File: src/rtl/scl_gen_pkg.sv
// Shared widths and the frozen configuration record for the SCL generator.
package scl_gen_pkg;
    parameter int unsigned PSC_W = 8;     // prescale value width
    parameter int unsigned CNT_W = 8;     // one phase count width
    localparam int unsigned WORD_W = 2 * CNT_W;

    typedef struct packed {
        logic [PSC_W-1:0] psc;
        logic [CNT_W-1:0] lo_cnt;
        logic [CNT_W-1:0] hi_cnt;
    } scl_cfg_t;
endpackage

File: src/rtl/scl_cfg_hold.sv
// Captures the timing settings while the block is disabled and freezes them
// while it runs. The mode pick (high-speed or standard byte pair) is resolved
// here, so the running datapath sees only one low and one high count.
// Assumes the inputs are stable for two cycles before enable rises.
module scl_cfg_hold
    import scl_gen_pkg::*;
(
    input  logic              clk,
    input  logic              rst_n,
    input  logic              enable,
    input  logic              hs_sel,
    input  logic [PSC_W-1:0]  psc_in,
    input  logic [WORD_W-1:0] low_word,
    input  logic [WORD_W-1:0] high_word,
    output scl_cfg_t          cfg_q
);
    logic     hs_pair_set;
    logic     use_hs;
    scl_cfg_t cfg_d;

    // Choose the byte pair that the requested mode and the stored counts call for.
    always_comb begin
        hs_pair_set  = (|low_word[WORD_W-1:CNT_W]) | (|high_word[WORD_W-1:CNT_W]);
        use_hs       = hs_sel & hs_pair_set;
        cfg_d.psc    = psc_in;
        cfg_d.lo_cnt = use_hs ? low_word[WORD_W-1:CNT_W]  : low_word[CNT_W-1:0];
        cfg_d.hi_cnt = use_hs ? high_word[WORD_W-1:CNT_W] : high_word[CNT_W-1:0];
    end

    // Load the settings only while disabled.
    always_ff @(posedge clk) begin
        if (!rst_n) begin
            cfg_q <= '0;
        end else if (!enable) begin
            cfg_q <= cfg_d;
        end
    end
endmodule

File: src/rtl/scl_prescaler.sv
// Divides the functional clock by (psc + 1) and gives a one-cycle tick at the
// end of each period. It holds at zero while not running, so the first tick
// comes psc cycles after running starts.
module scl_prescaler
    import scl_gen_pkg::*;
(
    input  logic             clk,
    input  logic             rst_n,
    input  logic             run,
    input  logic [PSC_W-1:0] psc,
    output logic             tick
);
    logic [PSC_W-1:0] div_cnt;
    logic             at_end;

    // Detect the last cycle of a sampling period.
    always_comb begin
        at_end = (div_cnt == psc);
        tick   = run & at_end;
    end

    // Count up through the period and wrap; clear when idle.
    always_ff @(posedge clk) begin
        if (!rst_n || !run) begin
            div_cnt <= '0;
        end else if (at_end) begin
            div_cnt <= '0;
        end else begin
            div_cnt <= div_cnt + 1'b1;
        end
    end
endmodule

File: src/rtl/scl_phase_timer.sv
// Alternates SCL between a low phase of (lo_cnt + LOW_EXTRA) ticks and a high
// phase of (hi_cnt + HIGH_EXTRA) ticks. A down-counter is reloaded at each
// phase edge. The timer waits in the low phase with a full low reload while
// idle, so every run opens with a complete low phase.
module scl_phase_timer
    import scl_gen_pkg::*;
#(
    parameter int unsigned LOW_EXTRA  = 7,
    parameter int unsigned HIGH_EXTRA = 5
) (
    input  logic             clk,
    input  logic             rst_n,
    input  logic             run,
    input  logic             tick,
    input  logic [CNT_W-1:0] lo_cnt,
    input  logic [CNT_W-1:0] hi_cnt,
    output logic             drive_low
);
    localparam int unsigned PH_W = CNT_W + 1;

    logic [PH_W-1:0] ph_cnt;
    logic            low_q;
    logic [PH_W-1:0] lo_reload;
    logic [PH_W-1:0] hi_reload;

    // Reload values are phase length minus one, because the count ends at zero.
    always_comb begin
        lo_reload = PH_W'(lo_cnt) + PH_W'(LOW_EXTRA - 1);
        hi_reload = PH_W'(hi_cnt) + PH_W'(HIGH_EXTRA - 1);
        drive_low = run & low_q;
    end

    // Step the phase counter on each tick and flip the phase when it expires.
    always_ff @(posedge clk) begin
        if (!rst_n || !run) begin
            low_q  <= 1'b1;
            ph_cnt <= lo_reload;
        end else if (tick) begin
            if (ph_cnt == '0) begin
                low_q  <= ~low_q;
                ph_cnt <= low_q ? hi_reload : lo_reload;
            end else begin
                ph_cnt <= ph_cnt - 1'b1;
            end
        end
    end
endmodule

File: src/rtl/scl_rate_gen.sv
// Top of the SCL bit-rate generator. It registers the enable, captures the
// settings while disabled, and wires the prescaler into the phase timer.
// The outputs are a pull-low request for the SCL pad and the sampling tick.
module scl_rate_gen
    import scl_gen_pkg::*;
#(
    parameter int unsigned LOW_EXTRA  = 7,
    parameter int unsigned HIGH_EXTRA = 5
) (
    input  logic              clk,
    input  logic              rst_n,
    input  logic              enable,
    input  logic              hs_sel,
    input  logic [PSC_W-1:0]  psc,
    input  logic [WORD_W-1:0] scl_low_word,
    input  logic [WORD_W-1:0] scl_high_word,
    output logic              scl_drive_low,
    output logic              samp_tick
);
    logic     run_q;
    scl_cfg_t cfg_q;

    // Running starts one cycle after enable is sampled high.
    always_ff @(posedge clk) begin
        if (!rst_n) begin
            run_q <= 1'b0;
        end else begin
            run_q <= enable;
        end
    end

    scl_cfg_hold i_cfg (
        .clk       (clk),
        .rst_n     (rst_n),
        .enable    (enable),
        .hs_sel    (hs_sel),
        .psc_in    (psc),
        .low_word  (scl_low_word),
        .high_word (scl_high_word),
        .cfg_q     (cfg_q)
    );

    scl_prescaler i_psc (
        .clk   (clk),
        .rst_n (rst_n),
        .run   (run_q),
        .psc   (cfg_q.psc),
        .tick  (samp_tick)
    );

    scl_phase_timer #(
        .LOW_EXTRA  (LOW_EXTRA),
        .HIGH_EXTRA (HIGH_EXTRA)
    ) i_phase (
        .clk       (clk),
        .rst_n     (rst_n),
        .run       (run_q),
        .tick      (samp_tick),
        .lo_cnt    (cfg_q.lo_cnt),
        .hi_cnt    (cfg_q.hi_cnt),
        .drive_low (scl_drive_low)
    );
endmodule

File: config.mk
export PLATFORM = sky130hd
export DESIGN_NAME = scl_rate_gen
export DESIGN_NICKNAME = d
export VERILOG_FILES = /design/src/rtl/scl_gen_pkg.sv /design/src/rtl/scl_cfg_hold.sv /design/src/rtl/scl_prescaler.sv /design/src/rtl/scl_phase_timer.sv /design/src/rtl/scl_rate_gen.sv
export SDC_FILE = /design/constraint.sdc
export NUM_CORES = 1
export LEC_CHECK = 0
export BUFFER_PORTS_ARGS = -buffer_cell sky130_fd_sc_hd__buf_2
export CAP_MARGIN = 15
export CORE_MARGIN = 2
export CORE_UTILIZATION = 50
export DETAILED_ROUTE_END_ITERATION = 8
export GPL_ROUTABILITY_DRIVEN = 0
export PLACE_DENSITY_LB_ADDON = 0.2
export SKIP_CTS_REPAIR_TIMING = 1
export SLEW_MARGIN = 20
export SYNTH_ARGS = -nofsm -noshare
export SYNTH_HDL_FRONTEND = slang
export SYNTH_SLANG_ARGS = --single-unit
File: constraint.sdc
create_clock -name clk -period 2.1 [get_ports clk]
set_input_delay 0.42 -clock clk [delete_from_list [all_inputs] [get_ports clk]]
set_output_delay 0.42 -clock clk [all_outputs]
set_load 0.02 [all_outputs]
======== Word-level counts from Yosys, hierarchy flattened ========
Index checks and enable logic that the tools add are counted.
storage, ports and cells
  register bits ........................... 43
  input port bits ......................... 44
  output and inout bits ................... 2
  word-level logic and storage cells ...... 32
cells by class
  $add $sub $neg .......................... 4
  equal/unequal tests ..................... 1
  multiplexer cells ....................... 6
  bitwise gates (word level) .............. 5
  reductions and logical operators ........ 9
operators by type and width
  operator                                                            number
  9-bit 2-to-1 mux                                                    4
  8-bit by 3-bit adder with 9-bit output, second input constant       2
  8-bit 2-to-1 mux                                                    2
  8-bit OR reduction                                                  2
  9-bit logical NOT                                                   1
  9-bit by 1-bit subtractor with 9-bit output, second input constant  1
  8-bit by 1-bit adder with 8-bit output, second input constant       1
  8-bit equality test                                                 1
  1-bit bitwise AND                                                   3
  1-bit logical NOT                                                   2
  2-bit AND reduction                                                 1
  2-bit nonzero test                                                  1
  2-bit OR reduction                                                  1
  1-bit logical OR                                                    1
  1-bit NOT                                                           1
  1-bit bitwise OR                                                    1

======== Longest topological paths before layout ========
  word-level depth ........................ 5
  mapped depth ............................ 7
  gate-level depth less buffers ........... 6

======== Cells and area by module ========
A second synthesis with hierarchy kept.
second synthesis, totals
  cell total of the unflattened synthesis .. 265
  area total of the unflattened synthesis .. 2587.5 µm²
modules (own cells, without submodules)
  module           times used  cells each  area each (µm²)  seq. area each (µm²)
  scl_cfg_hold     1           124         1251.2           480.5
  scl_phase_timer  1           93          839.6            290.3
  scl_prescaler    1           46          470.5            160.2
  scl_rate_gen     1           2           26.3             20.0

======== Least setup slack after synthesis ========
OpenSTA, ideal clock, no wires.
  path type ............................... reg-to-reg
  start ................................... register i_phase.ph_cnt[0]
  end ..................................... register i_phase.ph_cnt[6] (data pin)
  setup time .............................. 0.273 ns
  data arrival time ....................... 1.720 ns
  data required time ...................... 1.827 ns
  setup slack ............................. 0.107 ns
  stages on the path, launching flop included .. 7
  path buffers ............................ 0
  clock period less this slack ............ 1.993 ns
  path through ............................ edfxtp_1 -> inv_1 -> ha_1 -> or3b_1 -> or3_1 -> a221oi_1 -> o22ai_1
between the ends
  longest elaborated chain between the ends .. 4
  elaborated cells between the ends (all ways) .. 5
  classes of those cells .................. add/sub (1); mux (3); reduce/logical (1)
ends and longest elaborated chain
  what                                                                              RTL line                                      source
  start: declaration                                                                scl_phase_timer.sv:21                         logic [PH_W-1:0] ph_cnt;
  start signal: assignment                                                          scl_phase_timer.sv:37                         ph_cnt <= lo_reload;
  start signal: assignment                                                          scl_phase_timer.sv:41                         ph_cnt <= low_q ? hi_reload : lo_reload;
  start signal: assignment                                                          scl_phase_timer.sv:43                         ph_cnt <= ph_cnt - 1'b1;
  9-bit by 1-bit subtractor with 9-bit output or 9-bit logical NOT (tied branches)  scl_phase_timer.sv:43, scl_phase_timer.sv:39
  9-bit 2-to-1 mux (*)                                                              scl_phase_timer.sv:39                         if (ph_cnt == '0) begin
  9-bit 2-to-1 mux (*)                                                              scl_phase_timer.sv:38                         end else if (tick) begin
  9-bit 2-to-1 mux (*)                                                              scl_phase_timer.sv:35                         if (!rst_n || !run) begin
Every way passes the cells marked *; elsewhere a longest branch is shown, timed or not. The select of a mux whose other input is x is not followed.
A chain may end at the register's enable or synchronous reset.

======== Worst setup path in the final report ========
Same ends and word-level chain as after synthesis.

==> flow_metrics.tcl <==
set metrics [dict create \
    worst-path-buf-inv 1 \
    place_inst 338 \
    cts-root-buf "clkbuf_8" \
    layout_commonest_cell "buf_2" \
    end_kind "register" \
    fin_ws_ns 0.03377 \
    portBuffers 45 \
    pwr-share-clk_pct 28.4 \
    synth_edf_count 9 \
    relSlewSlack_pct 65.65 \
    period_needed_ns 2.066 \
    grt_max_degree 25 \
    synth_cell_types 46 \
    synthMuxAreaShare_pct 3.783 \
    avgSynthCellArea_um2 10.05 \
    syn_area_um2 2381 \
    fin_crit_sh_pct 98.39 \
    path_clk_slew_ns 0.08 \
    syn_to_final_growth_pct 18.13 \
    p_leak_nw 1.112 \
    finClkSkew_ns 0.004476 \
    worstPathRequired_ns 2.14 \
    vdd_drop_max_uv 500.2 \
    htree_levels 2 \
    swShare_pct 28.48 \
    cts.sink_count 43 \
    drt-total-wl_um 5288 \
    cts_tree "yes" \
    slew_viol_final 0 \
    synth_top_family_by_area "compound AO/OA/AOI/OAI gates" \
    ys_warn_count 0 \
    post-route-util_pct 60.35 \
    firstDrtPassIters 4 \
    ys_seq_elements 43 \
    grt.total_usage_pct 21.79 \
    die-area_um2 5330 \
    vias_per_cell 5.680 \
    finalPower_mw 1.841 \
    syn_inst 237 \
    worst_slew_pin_slew_ns 0.5152 \
    yosysSeqAreaShare_pct 39.94 \
    nets 340 \
    seq_power_share_pct 52.2 \
    core_area_um2 4661 \
    drt-wirelength-per-cell_um 15.24 \
    clock_latency_ns 0.30 \
    antenna_found_initial 0 \
    p_int_mw 1.316 \
    run_status "finished clean" \
    hold_ws_ns 0.3421 \
    ios 46 \
    synth_xor_area_share_pct 8.828 \
    diodes 0 \
    slowest_stage "edfxtp_1" \
    synth_adder_area_share_pct 2.102 \
    crit_type "reg -> reg" \
    p_per_area_nw_per_um2 654.4 \
    final_cell_mix "buf_2, dfxtp_1, nor2_1" \
    drive_gt1_share_pct 31.74 \
    cts_buffer_depth 2 \
    post-place-ws_ns -0.01645 \
    hpwl_um 4090 \
    drt_iter0_drc 146 \
    crit_chain "inv_1 > ha_1 > or3b_4 > or3_1 > a221oi_2 > o22ai_1" \
    remaining_drc_errors 0 \
    synth_compound_gate_area_share_pct 21.44 \
    syn-num-nets 285 \
    cts_buffers 5 \
    die_h_um 73.01 \
    yosys.area_share.simple_pct 18.86 \
    initial_core_util_pct 51.09 \
    crit_fanout 3 \
    final-hold-violation-count 0 \
    postSynth.asyncResetShare_pct 0 \
    hp-class "in -> reg" \
    worstSetupStartpointType "register" \
    synthFlopType "dfxtp_1" \
    setup_violations 0 \
    fp-row-count 25 \
    critPathMaxStageDelay_ns 0.41 \
    comb_power_share_pct 19.4 \
    maxCapViolations 0 \
    die_w_um 73.01 \
    crit_family "simple AND/OR/NAND/NOR gates" \
    crit_arrival_ns 2.10 \
    switchingPower_mw 0.5241 \
    instances_no_fill 347 \
    grt_pass1_wl_um 8901 \
    postRouteAntennaNets 0 \
    first_global_vias 1881 \
    grt_overflow 0 \
    num_vias 1971 \
    fmax_mhz 484.0 \
]
[path summary, 6_finish.rpt]
path                                   startpoint           endpoint  slack (ns)  cells after the start
worst max register to register  i_phase.ph_cnt[0]  i_phase.ph_cnt[6]        0.03                      6
worst min-delay path                       psc[0]    i_cfg.cfg_q[16]        0.34                      3
worst max-delay path            i_phase.ph_cnt[0]  i_phase.ph_cnt[6]        0.03                      6
worst min register to register     i_cfg.cfg_q[8]     i_cfg.cfg_q[8]        0.48                      2
[cell usage after synthesis, drive strengths merged, types with 8 or more instances]
library cell	instances	area [um^2]
a211oi	9	82.58
a221oi	17	211.5
clkbuf	8	33.79
dfxtp	34	680.7
edfxtp	9	270.3
inv	14	52.55
mux2i	9	90.09
nand3	8	40.04
nor2	21	78.83
nor3	11	90.09
xnor2	17	148.9
[per-stage QoR]
stage | instance area, um^2 | TNS, ns
after floorplan | 2381 | 0
after CTS | 2791 | -0.03192
after global routing | 2813 | -0.003065
after detailed placement | 2708 | -0.01645
after global placement | 2708 | -0.02774
final | 2813 | 0
[power by group through the flow]
stage | logic, mW | clock network, mW | registers, mW
2_1_floorplan | 0.231 | 0 | 0.965
3_3_place_gp | 0.344 | 0 | 0.978
3_5_place_dp | 0.347 | 0 | 0.980
4_1_cts | 0.349 | 0.532 | 0.960
5_1_grt | 0.390 | 0.563 | 0.970
6_report | 0.357 | 0.522 | 0.961
[cell families (layout without fill, tap and decap cells)]
| kind of cell | count (synthesis) | count (layout) |
|---|---|---|
| compound gates | 55 | 55 |
| xor+xnor | 24 | 24 |
| fa+ha+maj | 4 | 4 |
| buf+inv | 26 | 82 |
| flops | 43 | 43 |
| mux | 9 | 9 |
| simple gates | 76 | 76 |
[sequential cells by signal, indices dropped and copies added (netlist names)]
name            flops
i_cfg.cfg_q        24
i_phase.ph_cnt      9
i_psc.div_cnt       8
i_phase.low_q       1
run_q               1
[cell type report]
type                    instances  area, um^2
clock buffers                   6       72.57
clock inverters                 2       11.26
fillers                       419        1848
inverters                      15       56.30
multi-input cells             168        1324
flip-flops and latches         43       950.9
well taps                      54       67.56
repair buffers                 59       330.3
[metal layers]
metal | track usage (%) | share of wire (%)
met5 | 0 | 0
met4 | 8.436 | 2.1
met3 | 3.867 | 2.3
met2 | 34.73 | 46
met1 | 29.29 | 49
[tightest hold or removal path, cell delays in order]
cell,delay [ns]
buf_2,0.07
mux2i_1,0.05
nor2_1,0.07
Note: power is estimated with default switching activity, not from simulation.
